**config.mk**
```make
export PLATFORM = sky130hd
export DESIGN_NAME = nrz_retime_packer
export DESIGN_NICKNAME = d
export VERILOG_FILES = /design/src/rtl/nrz_pkg.sv /design/src/rtl/nrz_sync.sv /design/src/rtl/nrz_bit_timer.sv /design/src/rtl/nrz_byte_packer.sv /design/src/rtl/nrz_retime_packer.sv
export SDC_FILE = /design/constraint.sdc
export NUM_CORES = 1
export LEC_CHECK = 0
export BUFFER_PORTS_ARGS = -buffer_cell sky130_fd_sc_hd__buf_2
export CELL_PAD_IN_SITES_DETAIL_PLACEMENT = 0
export CELL_PAD_IN_SITES_GLOBAL_PLACEMENT = 1
export CORE_MARGIN = 1.5
export CORE_UTILIZATION = 30
export DETAILED_ROUTE_END_ITERATION = 12
export GPL_ROUTABILITY_DRIVEN = 0
export GPL_TIMING_DRIVEN = 0
export HOLD_SLACK_MARGIN = 0.05
export PLACE_DENSITY = 0.53
export SLEW_MARGIN = 10
export SYNTH_ARGS = -nofsm -noshare
export SYNTH_HDL_FRONTEND = slang
export SYNTH_SLANG_ARGS = --single-unit
```
**constraint.sdc**
```tcl
create_clock -name clk_i -period 3.35 [get_ports clk_i]
set_input_delay 0.1675 -clock clk_i [delete_from_list [all_inputs] [get_ports clk_i]]
set_output_delay 0.1675 -clock clk_i [all_outputs]
set_load 0.1 [all_outputs]
```
**src/rtl/nrz_pkg.sv**
```systemverilog
package nrz_pkg;

   localparam int unsigned NOMINAL_BAUD = 1200;

   // One recovered bit, offered for a single clock.
   typedef struct packed {
      logic valid;
      logic value;
   } sample_t;

endpackage

```
**src/rtl/nrz_sync.sv**
```systemverilog
// Resettable multi-stage synchroniser with a matching "filled" flag.
module nrz_sync #(
   parameter int unsigned   STAGES  = 2,
   parameter int unsigned   W       = 1,
   parameter logic [W-1:0]  RST_VAL = '0
) (
   input  logic         clk_i,
   input  logic         rst_ni,
   input  logic [W-1:0] d_i,
   output logic [W-1:0] q_o,
   output logic         vld_o
);

   generate
      if (STAGES < 1) begin : g_bad_stages
         $error("nrz_sync: STAGES must be at least 1");
      end
      if (W < 1) begin : g_bad_width
         $error("nrz_sync: W must be at least 1");
      end
   endgenerate

   generate
      if (STAGES == 1) begin : g_single
         logic [W-1:0] stage_q;
         logic         fill_q;

         always_ff @(posedge clk_i or negedge rst_ni) begin
            if (!rst_ni) begin
               stage_q <= RST_VAL;
               fill_q  <= 1'b0;
            end else begin
               stage_q <= d_i;
               fill_q  <= 1'b1;
            end
         end

         assign q_o   = stage_q;
         assign vld_o = fill_q;
      end else begin : g_chain
         logic [STAGES-1:0][W-1:0] chain_q;
         logic [STAGES-1:0]        fill_q;

         always_ff @(posedge clk_i or negedge rst_ni) begin
            if (!rst_ni) begin
               chain_q <= {STAGES{RST_VAL}};
               fill_q  <= '0;
            end else begin
               chain_q <= {chain_q[STAGES-2:0], d_i};
               fill_q  <= {fill_q[STAGES-2:0], 1'b1};
            end
         end

         assign q_o   = chain_q[STAGES-1];
         assign vld_o = fill_q[STAGES-1];
      end
   endgenerate

endmodule

```
**src/rtl/nrz_bit_timer.sv**
```systemverilog
// Edge-resynchronised bit-centre sampler.
module nrz_bit_timer
   import nrz_pkg::*;
#(
   parameter int unsigned BIT_CLKS = 4096
) (
   input  logic    clk_i,
   input  logic    rst_ni,
   input  logic    line_i,
   input  logic    line_vld_i,
   output sample_t smp_o
);

   localparam int unsigned HALF_CLKS = BIT_CLKS / 2;
   localparam int unsigned CNT_W     = $clog2(BIT_CLKS);

   typedef logic [CNT_W-1:0] cnt_t;

   localparam cnt_t FULL_LOAD = cnt_t'(BIT_CLKS - 1);
   localparam cnt_t HALF_LOAD = cnt_t'(HALF_CLKS - 1);

   generate
      if (BIT_CLKS < 8) begin : g_bad_period
         $error("nrz_bit_timer: BIT_CLKS must be at least 8");
      end
   endgenerate

   logic    prev_q;
   logic    prev_vld_q;
   logic    armed_q;
   cnt_t    cnt_q;
   logic    edge_w;
   logic    tick_w;
   sample_t smp_q;

   // A transition counts only once both samples compared are real line values.
   assign edge_w = line_vld_i & prev_vld_q & (line_i ^ prev_q);
   assign tick_w = armed_q & ~edge_w & (cnt_q == '0);

   always_ff @(posedge clk_i or negedge rst_ni) begin
      if (!rst_ni) begin
         prev_q     <= 1'b0;
         prev_vld_q <= 1'b0;
         armed_q    <= 1'b0;
         cnt_q      <= '0;
         smp_q      <= '0;
      end else begin
         prev_q     <= line_i;
         prev_vld_q <= line_vld_i;
         if (edge_w) begin
            armed_q <= 1'b1;
            cnt_q   <= HALF_LOAD;
         end else if (armed_q) begin
            cnt_q <= tick_w ? FULL_LOAD : cnt_q - 1'b1;
         end
         smp_q.valid <= tick_w;
         smp_q.value <= line_i;
      end
   end

   assign smp_o = smp_q;

   assert_cnt_range_R3 : assert property (@(posedge clk_i) disable iff (!rst_ni)
      cnt_q <= FULL_LOAD);

   assert_no_adjacent_samples_R2 : assert property (@(posedge clk_i) disable iff (!rst_ni)
      smp_q.valid |=> !smp_q.valid);

   assert_idle_until_edge_R1 : assert property (@(posedge clk_i) disable iff (!rst_ni)
      !armed_q |-> (cnt_q == '0) && !tick_w);

endmodule

```
**src/rtl/nrz_byte_packer.sv**
```systemverilog
// Shifts samples into bytes, first bit at the least significant end.
module nrz_byte_packer
   import nrz_pkg::*;
#(
   parameter int unsigned BYTE_W = 8
) (
   input  logic              clk_i,
   input  logic              rst_ni,
   input  sample_t           smp_i,
   input  logic              qual_i,
   output logic [BYTE_W-1:0] byte_o,
   output logic              wr_o
);

   localparam int unsigned IDX_W = (BYTE_W > 1) ? $clog2(BYTE_W) : 1;

   typedef logic [IDX_W-1:0] idx_t;

   localparam idx_t LAST_IDX = idx_t'(BYTE_W - 1);

   generate
      if (BYTE_W < 2) begin : g_bad_byte
         $error("nrz_byte_packer: BYTE_W must be at least 2");
      end
   endgenerate

   logic [BYTE_W-1:0] shift_q;
   logic [BYTE_W-1:0] byte_q;
   logic [BYTE_W-1:0] shift_nxt;
   idx_t              idx_q;
   logic              wr_q;

   assign shift_nxt = {smp_i.value, shift_q[BYTE_W-1:1]};

   always_ff @(posedge clk_i or negedge rst_ni) begin
      if (!rst_ni) begin
         shift_q <= '0;
         byte_q  <= '0;
         idx_q   <= '0;
         wr_q    <= 1'b0;
      end else begin
         wr_q <= 1'b0;
         if (!qual_i) begin
            shift_q <= '0;
            idx_q   <= '0;
         end else if (smp_i.valid) begin
            shift_q <= shift_nxt;
            if (idx_q == LAST_IDX) begin
               idx_q  <= '0;
               byte_q <= shift_nxt;
               wr_q   <= 1'b1;
            end else begin
               idx_q <= idx_q + 1'b1;
            end
         end
      end
   end

   assign byte_o = byte_q;
   assign wr_o   = wr_q;

   assert_write_needs_qual_R6 : assert property (@(posedge clk_i) disable iff (!rst_ni)
      wr_q |-> $past(qual_i) && $past(smp_i.valid));

   assert_clear_on_unqual_R7 : assert property (@(posedge clk_i) disable iff (!rst_ni)
      !qual_i |=> (idx_q == '0) && !wr_q);

   assert_idx_in_byte_R4 : assert property (@(posedge clk_i) disable iff (!rst_ni)
      idx_q <= LAST_IDX);

endmodule

```
**src/rtl/nrz_retime_packer.sv**
```systemverilog
module nrz_retime_packer
   import nrz_pkg::*;
#(
   parameter int unsigned CLK_HZ      = 4_915_200,
   parameter int unsigned BAUD        = NOMINAL_BAUD,
   parameter int unsigned BYTE_W      = 8,
   parameter int unsigned SYNC_STAGES = 2
) (
   input  logic              clk_i,
   input  logic              rst_ni,
   input  logic              rxd_i,
   input  logic              mute_i,
   input  logic              det_i,
   output logic [BYTE_W-1:0] byte_o,
   output logic              wr_o
);

   localparam int unsigned BIT_CLKS = CLK_HZ / BAUD;

   generate
      if (BAUD == 0) begin : g_bad_baud
         $error("nrz_retime_packer: BAUD must be non-zero");
      end
   endgenerate

   logic       line_s;
   logic       line_vld;
   logic [1:0] ctl_s;
   logic       ctl_vld;
   logic       qual;
   sample_t    smp;

   nrz_sync #(
      .STAGES  (SYNC_STAGES),
      .W       (1),
      .RST_VAL (1'b0)
   ) i_line_sync (
      .clk_i  (clk_i),
      .rst_ni (rst_ni),
      .d_i    (rxd_i),
      .q_o    (line_s),
      .vld_o  (line_vld)
   );

   // Reset value {mute, detect} = {1, 0}: qualifier starts invalid.
   nrz_sync #(
      .STAGES  (SYNC_STAGES),
      .W       (2),
      .RST_VAL (2'b10)
   ) i_ctl_sync (
      .clk_i  (clk_i),
      .rst_ni (rst_ni),
      .d_i    ({mute_i, det_i}),
      .q_o    (ctl_s),
      .vld_o  (ctl_vld)
   );

   assign qual = ctl_vld & ~ctl_s[1] & ctl_s[0];

   nrz_bit_timer #(
      .BIT_CLKS (BIT_CLKS)
   ) i_timer (
      .clk_i      (clk_i),
      .rst_ni     (rst_ni),
      .line_i     (line_s),
      .line_vld_i (line_vld),
      .smp_o      (smp)
   );

   nrz_byte_packer #(
      .BYTE_W (BYTE_W)
   ) i_packer (
      .clk_i  (clk_i),
      .rst_ni (rst_ni),
      .smp_i  (smp),
      .qual_i (qual),
      .byte_o (byte_o),
      .wr_o   (wr_o)
   );

   assert_single_strobe_R8 : assert property (@(posedge clk_i) disable iff (!rst_ni)
      wr_o |=> !wr_o);

   assert_byte_held_R8 : assert property (@(posedge clk_i) disable iff (!rst_ni)
      !wr_o |-> $stable(byte_o));

endmodule

```
==> out/summary.txt, run 1 <==
Status: finished, final reports clean
GRT overflow: 0
Yosys top cell area share: 57.6%
H-Tree Depth: 2
R2R depth: 7
Worst hold path class: input port to async pin
Most frequent cells in the layout: dfrtp_1 (41), nor2_1 (17), buf_2 (15)
Storage cell area: 1080 um^2
Fmax: 0.478 GHz
Initial DRC Count: 65
Die area: 6410 um^2
Vias/cell: 4.95
Core area: 5610 um^2
Synth Instances: 144
Post-synthesis register bit count: 43
Setup Total Neg Slack: 0 ns
Worst IR drop on VDD: 278 uV
CTS Buf Count: 5
Hold Fails Final Rpt: 0
GRT Util Overall: 12.2%
Nets@finish: 176
TritonCTS clock tree: built
Root buf cell: clkbuf_8
Synth warn: 0
Detailed Routing Iterations Pass 1: 4
CP Launch Type: register
Overall power: 1.06 mW
Syn Std Cell Area: 1780 um^2
Share of power burned in registers: 57.4%
First-pass GRT wire length: 5820 um
Clock skew: 0.00956 ns
Hpwl dp: 2250 um
Most common cell after layout, fill and taps aside: dfrtp_1
Vias: 1189
Path type of the worst setup path: register to register
Avg Cell Area, Syn: 12.4 um^2
Worst-margin pin slew: 0.946 ns
Inserted Diodes: 0
CTS Buffer Depth: 2
Max transition margin: 36.9%
Critical path capture point type: register
Die height: 80.0 um
Largest cells by area after synthesis: dfrtp_1 (58%), mux2i_1 (5.6%), mux2_2 (5.1%)
Switching Power: 0.283 mW
Total routed wirelength: 3340 um
Die Wd: 80.0 um
Leak Pwr: 0.863 nW
Layout cells sized above 1: 23.8%
Post-synth top area cell: dfrtp_1
DP Area: 1940 um^2
DRC: 0
Vias in the first global route: 1212
Fin. max-slew vios: 0
Max-Cap Viols: 0
Post-Layout Cell Count: 240
Area delta synth->final: 16.0%
Share of flip-flops with an asynchronous set or reset: 100%
Net Sw Frac: 26.6%
Post-DRT Antenna Nets: 0
Design area: 2060 um^2
Placed cells: 229
Synth cell types: 36
Pwr Density: 514 nW/um^2
Register area share after synthesis: 60.6%
Min Hold Slack: 0.0147 ns
Clk pwr share: 33.0%
Number of synthesized flops with an enable pin: 0
Critical path required time: 3.48 ns
Largest net degree at the start of global routing: 44
RSZ-0062 raised after global routing: false
Syn nets: 153
Clk pin slew, worst setup/hold paths: 0.09 ns
Clock Sinks: 43
# rows: 27
Fillers: 569
Initial Util: 31.7%
Initial antenna violation count: 0
Part of the cycle the worst path needs: 62.4%
Area of the multi-input gates: 658 um^2
Fin worst setup slack: 1.26 ns
Later-pin clock latency in the skew report: 0.30 ns
Internal power: 0.779 mW
# port buffers: 13
Data arrival time of the worst path: 2.22 ns
Final core utilization: 36.8%
Crit path max fanout: 10
Post-Place Setup Slack: 1.27 ns
Combinational power share: 9.6%
Per-cell routed wire length: 13.9 um
Commonest register cell after synthesis: dfrtp_1
Io pins: 14
Min cycle time layout: 2.09 ns
Setup Viol. Count Final: 0
## cells in the mapped netlist (2+ instances only)
cell type,instances
or3_1,5
nand3b_1,2
mux2_2,8
mux2i_1,10
a21oi_1,3
nand2_1,3
nor4_1,4
o21ai_0,4
buf_2,2
and4bb_2,2
ha_1,4
nor2_1,17
nor3_1,5
dfstp_2,2
inv_1,4
o41ai_1,3
nand3_1,3
clkbuf_1,2
o21a_1,2
dfrtp_1,41
o31ai_1,3
## critical path, cell delays in order (launching register included)
cell and delay (ns):
dfrtp_1 0.42, inv_1 0.09, ha_1 0.20, nor4b_1 0.14, and4bb_2 0.24, buf_6 0.14
a21oi_1 0.47, o311ai_0 0.23
## path summary, 6_finish.rpt
| check | startpoint | to | slack (ns) |
|---|---|---|---|
| worst max register to register | i_timer.cnt_q[0]$_DFFE_PN0P_ | i_timer.cnt_q[7]$_DFFE_PN0P_ | 1.26 |
| min in group clk_i | i_line_sync.g_chain.chain_q[0]$_DFF_PN0_ | i_line_sync.q_o$_DFF_PN0_ | 0.35 |
| worst max-delay path | i_timer.cnt_q[0]$_DFFE_PN0P_ | i_timer.cnt_q[7]$_DFFE_PN0P_ | 1.26 |
| worst min register to register | i_line_sync.g_chain.chain_q[0]$_DFF_PN0_ | i_line_sync.q_o$_DFF_PN0_ | 0.35 |
| max in group asynchronous | rst_ni | i_timer.cnt_q[9]$_DFFE_PN0P_ | 2.75 |
| worst min-delay path | rst_ni | i_packer.shift_q[3]$_DFFE_PN0P_ | 0.01 |
## cells by family (layout without fill, tap and decap cells)
family	after synthesis	after routing	share of synthesized area [%]
AOI/OAI and AO/OA	20	20	7.66
xor gates and xnor gates	1	1	0.492
adders and majority gates	4	4	2.81
buffers and inverters	9	33	2.46
DFF	43	43	60.6
muxes	18	18	10.7
other	1	1	0.211
and+or+nand+nor	48	48	15.1
## what timing repair did
| action | CTS | global route |
|---|---|---|
| hold buffers | 3 | 0 |
| endpoints found under the hold margin | 3 | 0 |
| resized for setup | 0 | 0 |
| setup buffers | 0 | 0 |
## area by class of cell
class	instances	share of cell area (%)
clock buffers	6	4.00
inverters	4	0.727
plain buffers	5	1.39
well taps	72	4.36
flip-flops and latches	43	52.2
repair buffers	16	4.61
clock inverters	2	0.788
multi-input cells	92	31.9
## state kept, by name (all words and copies together) (netlist names), 2 cells and up
signal	count
i_ctl_sync.g_chain.fill_q	2
i_timer.cnt_q	12
i_packer.byte_o	8
i_ctl_sync.q_o	2
i_packer.shift_q	7
i_ctl_sync.g_chain.chain_q	2
i_packer.idx_q	3
## per-layer routing
layer	wire length, um	track usage, %
met5	0	0
met1	1500	14.9
met3	159	3.43
met2	1620	19.7
met4	54	6.03
## power by group through the flow
stage	registers, mW	clock network (mW)	logic, mW
3_3_place_gp	0.615	0	0.0970
6_report	0.609	0.350	0.102
3_5_place_dp	0.618	0	0.102
2_1_floorplan	0.606	0	0.0736
4_1_cts	0.607	0.367	0.106
5_1_grt	0.616	0.389	0.122
Note: power is estimated with default switching activity, not from simulation.
==> run 2: changes to the inputs <==
==> constraint.sdc (replaced) <==
create_clock -name clk_i -period 2.1 [get_ports clk_i]
set_input_delay 0.105 -clock clk_i [delete_from_list [all_inputs] [get_ports clk_i]]
set_output_delay 0.105 -clock clk_i [all_outputs]
set_load 0.1 [all_outputs]
==> run 2 against run 1 <==
Flip-flop and latch count is the same. Critical path depth down 1. Routed wire length fell by 0.93%. Critical path type unchanged. Critical endpoint is now i_timer.cnt_q[8]$_DFFE_PN0P_.
==> out/summary.txt, run 2 (synthesis results as in run 1) <==
Cell Chain, Critical Path: inv_1 > ha_1 > or3b_4 > or3_4 > or3_1 > nand3_1 (was inv_1 > ha_1 > nor4b_1 > and4bb_2 > buf_6 > a21oi_1 > o311ai_0)
Largest net degree at the start of global routing: 44 (unchanged)
Status: finished, final reports clean (unchanged)
Critical path capture point type: register (unchanged)
GRT Util Overall: 12.2% (about the same)
Setup Total Neg Slack: 0 ns (unchanged)
Clock skew: 0.0101 ns (was 0.00956 ns)
DRC: 0 (unchanged)
Hold Crit Start: i_line_sync.g_chain.chain_q[0]$_DFF_PN0_
Most common cell after layout, fill and taps aside: dfrtp_1 (unchanged)
R2R depth: 6 (was 7)
Die Wd: 80.0 um (unchanged)
Max transition margin: 37.1% (was 36.9%)
Inserted Diodes: 0 (unchanged)
Fin worst setup slack: 0.162 ns (was 1.26 ns)
Die height: 80.0 um (unchanged)
Worst reg2reg setup slack: 0.16 ns (was 1.26 ns)
Initial DRC Count: 46 (was 65)
Post-DRT Antenna Nets: 0 (unchanged)
Worst Hold Depth: 0
Detailed Routing Iterations Pass 1: 4 (unchanged)
Die area: 6410 um^2 (unchanged)
Worst-margin pin slew: 0.943 ns (was 0.946 ns)
Area delta synth->final: 17.1% (was 16.0%)
Data arrival time of the worst path: 2.18 ns (was 2.22 ns)
Clock Sinks: 43 (unchanged)
GRT overflow: 0 (unchanged)
Most frequent cells in the layout: dfrtp_1 (41), nor2_1 (17), buf_2 (15) (unchanged)
Core area: 5610 um^2 (unchanged)
Fin. max-slew vios: 0 (unchanged)
Top reg by flops: i_timer.cnt_q (unchanged)
Critical path required time: 2.34 ns (was 3.48 ns)
Vias/cell: 4.96 (was 4.95)
First-pass GRT wire length: 5850 um (was 5820 um)
Total routed wirelength: 3300 um (was 3340 um)
Hpwl dp: 2250 um (unchanged)
Path type of the worst setup path: register to register (unchanged)
Per-cell routed wire length: 13.7 um (was 13.9 um)
CP max-delay cell: dfrtp_1 (was a21oi_1)
CTS Buffer Depth: 2 (unchanged)
Worst hold path class: register to register (was input port to async pin)
Root buf cell: clkbuf_8 (unchanged)
Post-Place Setup Slack: 0.0205 ns (was 1.27 ns)
Later-pin clock latency in the skew report: 0.30 ns (about the same)
Leak Pwr: 0.873 nW (was 0.863 nW)
Part of the cycle the worst path needs: 92.3% (was 62.4%)
Min cycle time layout: 1.94 ns (was 2.09 ns)
Io pins: 14 (unchanged)
Largest register FFs: 12 (unchanged)
Clk pin slew, worst setup/hold paths: 0.09 ns (about the same)
Reg2reg end: i_timer.cnt_q[8]$_DFFE_PN0P_ (was i_timer.cnt_q[7]$_DFFE_PN0P_)
Layout cells sized above 1: 24.9% (was 23.8%)
Initial Util: 31.7% (unchanged)
RR Startpoint: i_timer.cnt_q[0]$_DFFE_PN0P_ (unchanged)
Fillers: 566 (was 569)
Vias in the first global route: 1220 (was 1212)
CP Launch Type: register (unchanged)
Hold Fails Final Rpt: 0 (unchanged)
TritonCTS clock tree: built (unchanged)
RSZ-0062 raised after global routing: false (unchanged)
CTS Buf Count: 5 (unchanged)
Hold EP: i_line_sync.q_o$_DFF_PN0_
Initial antenna violation count: 0 (unchanged)
Vias: 1196 (was 1189)
Worst path max stage delay: 0.43 ns (was 0.47 ns)
# port buffers: 13 (unchanged)
# rows: 27 (unchanged)
Setup Viol. Count Final: 0 (unchanged)
Worst IR drop on VDD: 446 uV (was 278 uV)
Pwr Density: 815 nW/um^2 (was 514 nW/um^2)
H-Tree Depth: 2 (unchanged)
Fmax: 0.516 GHz (was 0.478 GHz)
Nets@finish: 177 (was 176)
Crit path max fanout: 5 (was 10)
Max-Cap Viols: 0 (unchanged)
Final core utilization: 37.2% (was 36.8%)
Overall power: 1.70 mW (was 1.06 mW)
-- run 2: worst max-delay path by stage --
stage                                 startpoint                             to  slack [ns]  cells past startpoint
floorplan           i_timer.cnt_q[0]$_DFFE_PN0P_  i_timer.cnt_q[10]$_DFFE_PN0P_        0.29                      6
global placement    i_timer.cnt_q[0]$_DFFE_PN0P_   i_timer.cnt_q[7]$_DFFE_PN0P_        0.03                      7
detailed placement  i_timer.cnt_q[0]$_DFFE_PN0P_   i_timer.cnt_q[7]$_DFFE_PN0P_        0.02                      7
CTS                 i_timer.cnt_q[0]$_DFFE_PN0P_  i_timer.cnt_q[10]$_DFFE_PN0P_        0.12                      6
global route        i_timer.cnt_q[0]$_DFFE_PN0P_   i_timer.cnt_q[6]$_DFFE_PN0P_       0.009                      6
finish              i_timer.cnt_q[0]$_DFFE_PN0P_   i_timer.cnt_q[8]$_DFFE_PN0P_        0.16                      6
-- run 2: per-layer routing --
| layer | global-route usage [%] | share of wire [%] |
|---|---|---|
| met1 | 15.1 | 46 |
| met2 | 19.5 | 48 |
| met3 | 3.43 | 3.9 |
| met4 | 6.03 | 1.7 |
| met5 | 0 | 0 |
-- run 2: worst max-delay path, delay by kind of cell, from the launching register on --
kind | cells | cell delay [ns]
adders and majority gates | 1 | 0.18
buffers and inverters | 1 | 0.10
and+or+nand+nor | 4 | 1.16
DFF | 1 | 0.43
-- run 2: final cells by class --
type / instances / area [um^2] / share of cell area [%]
sequential: 43 / 1080 / 51.7
multi-input combinational: 92 / 669 / 32.1
timing repair buffer: 17 / 105 / 5.04
tap: 72 / 90.1 / 4.32
clock buffer: 6 / 82.6 / 3.96
buffer: 5 / 28.8 / 1.38
clock inverter: 2 / 16.3 / 0.780
inverter: 4 / 15.0 / 0.720
-- run 2: stage by stage --
stage               cells  instance area [um^2]  hold slack, ns
detailed placement    229                  1940           0.213
global placement      229                  1940           0.214
finish                241                  2090           0.353
CTS                   241                  2080           0.357
global route          241                  2090           0.369
floorplan             144                  1780          -0.191
-- run 2: power by group --
group	total, mW	leakage, nW	internal, mW	switching, mW
Combinational	0.168	0.303	0.0817	0.0865
Clock	0.558	0.0474	0.268	0.290
Sequential	0.973	0.523	0.897	0.0758
-- run 2: what timing repair did --
item	4_1_cts	5_1_grt
hold buffers	4	0
gates resized for setup	1	1
endpoints found under the hold margin	44	0
setup buffers	0	0
endpoints found under the setup margin	1	1
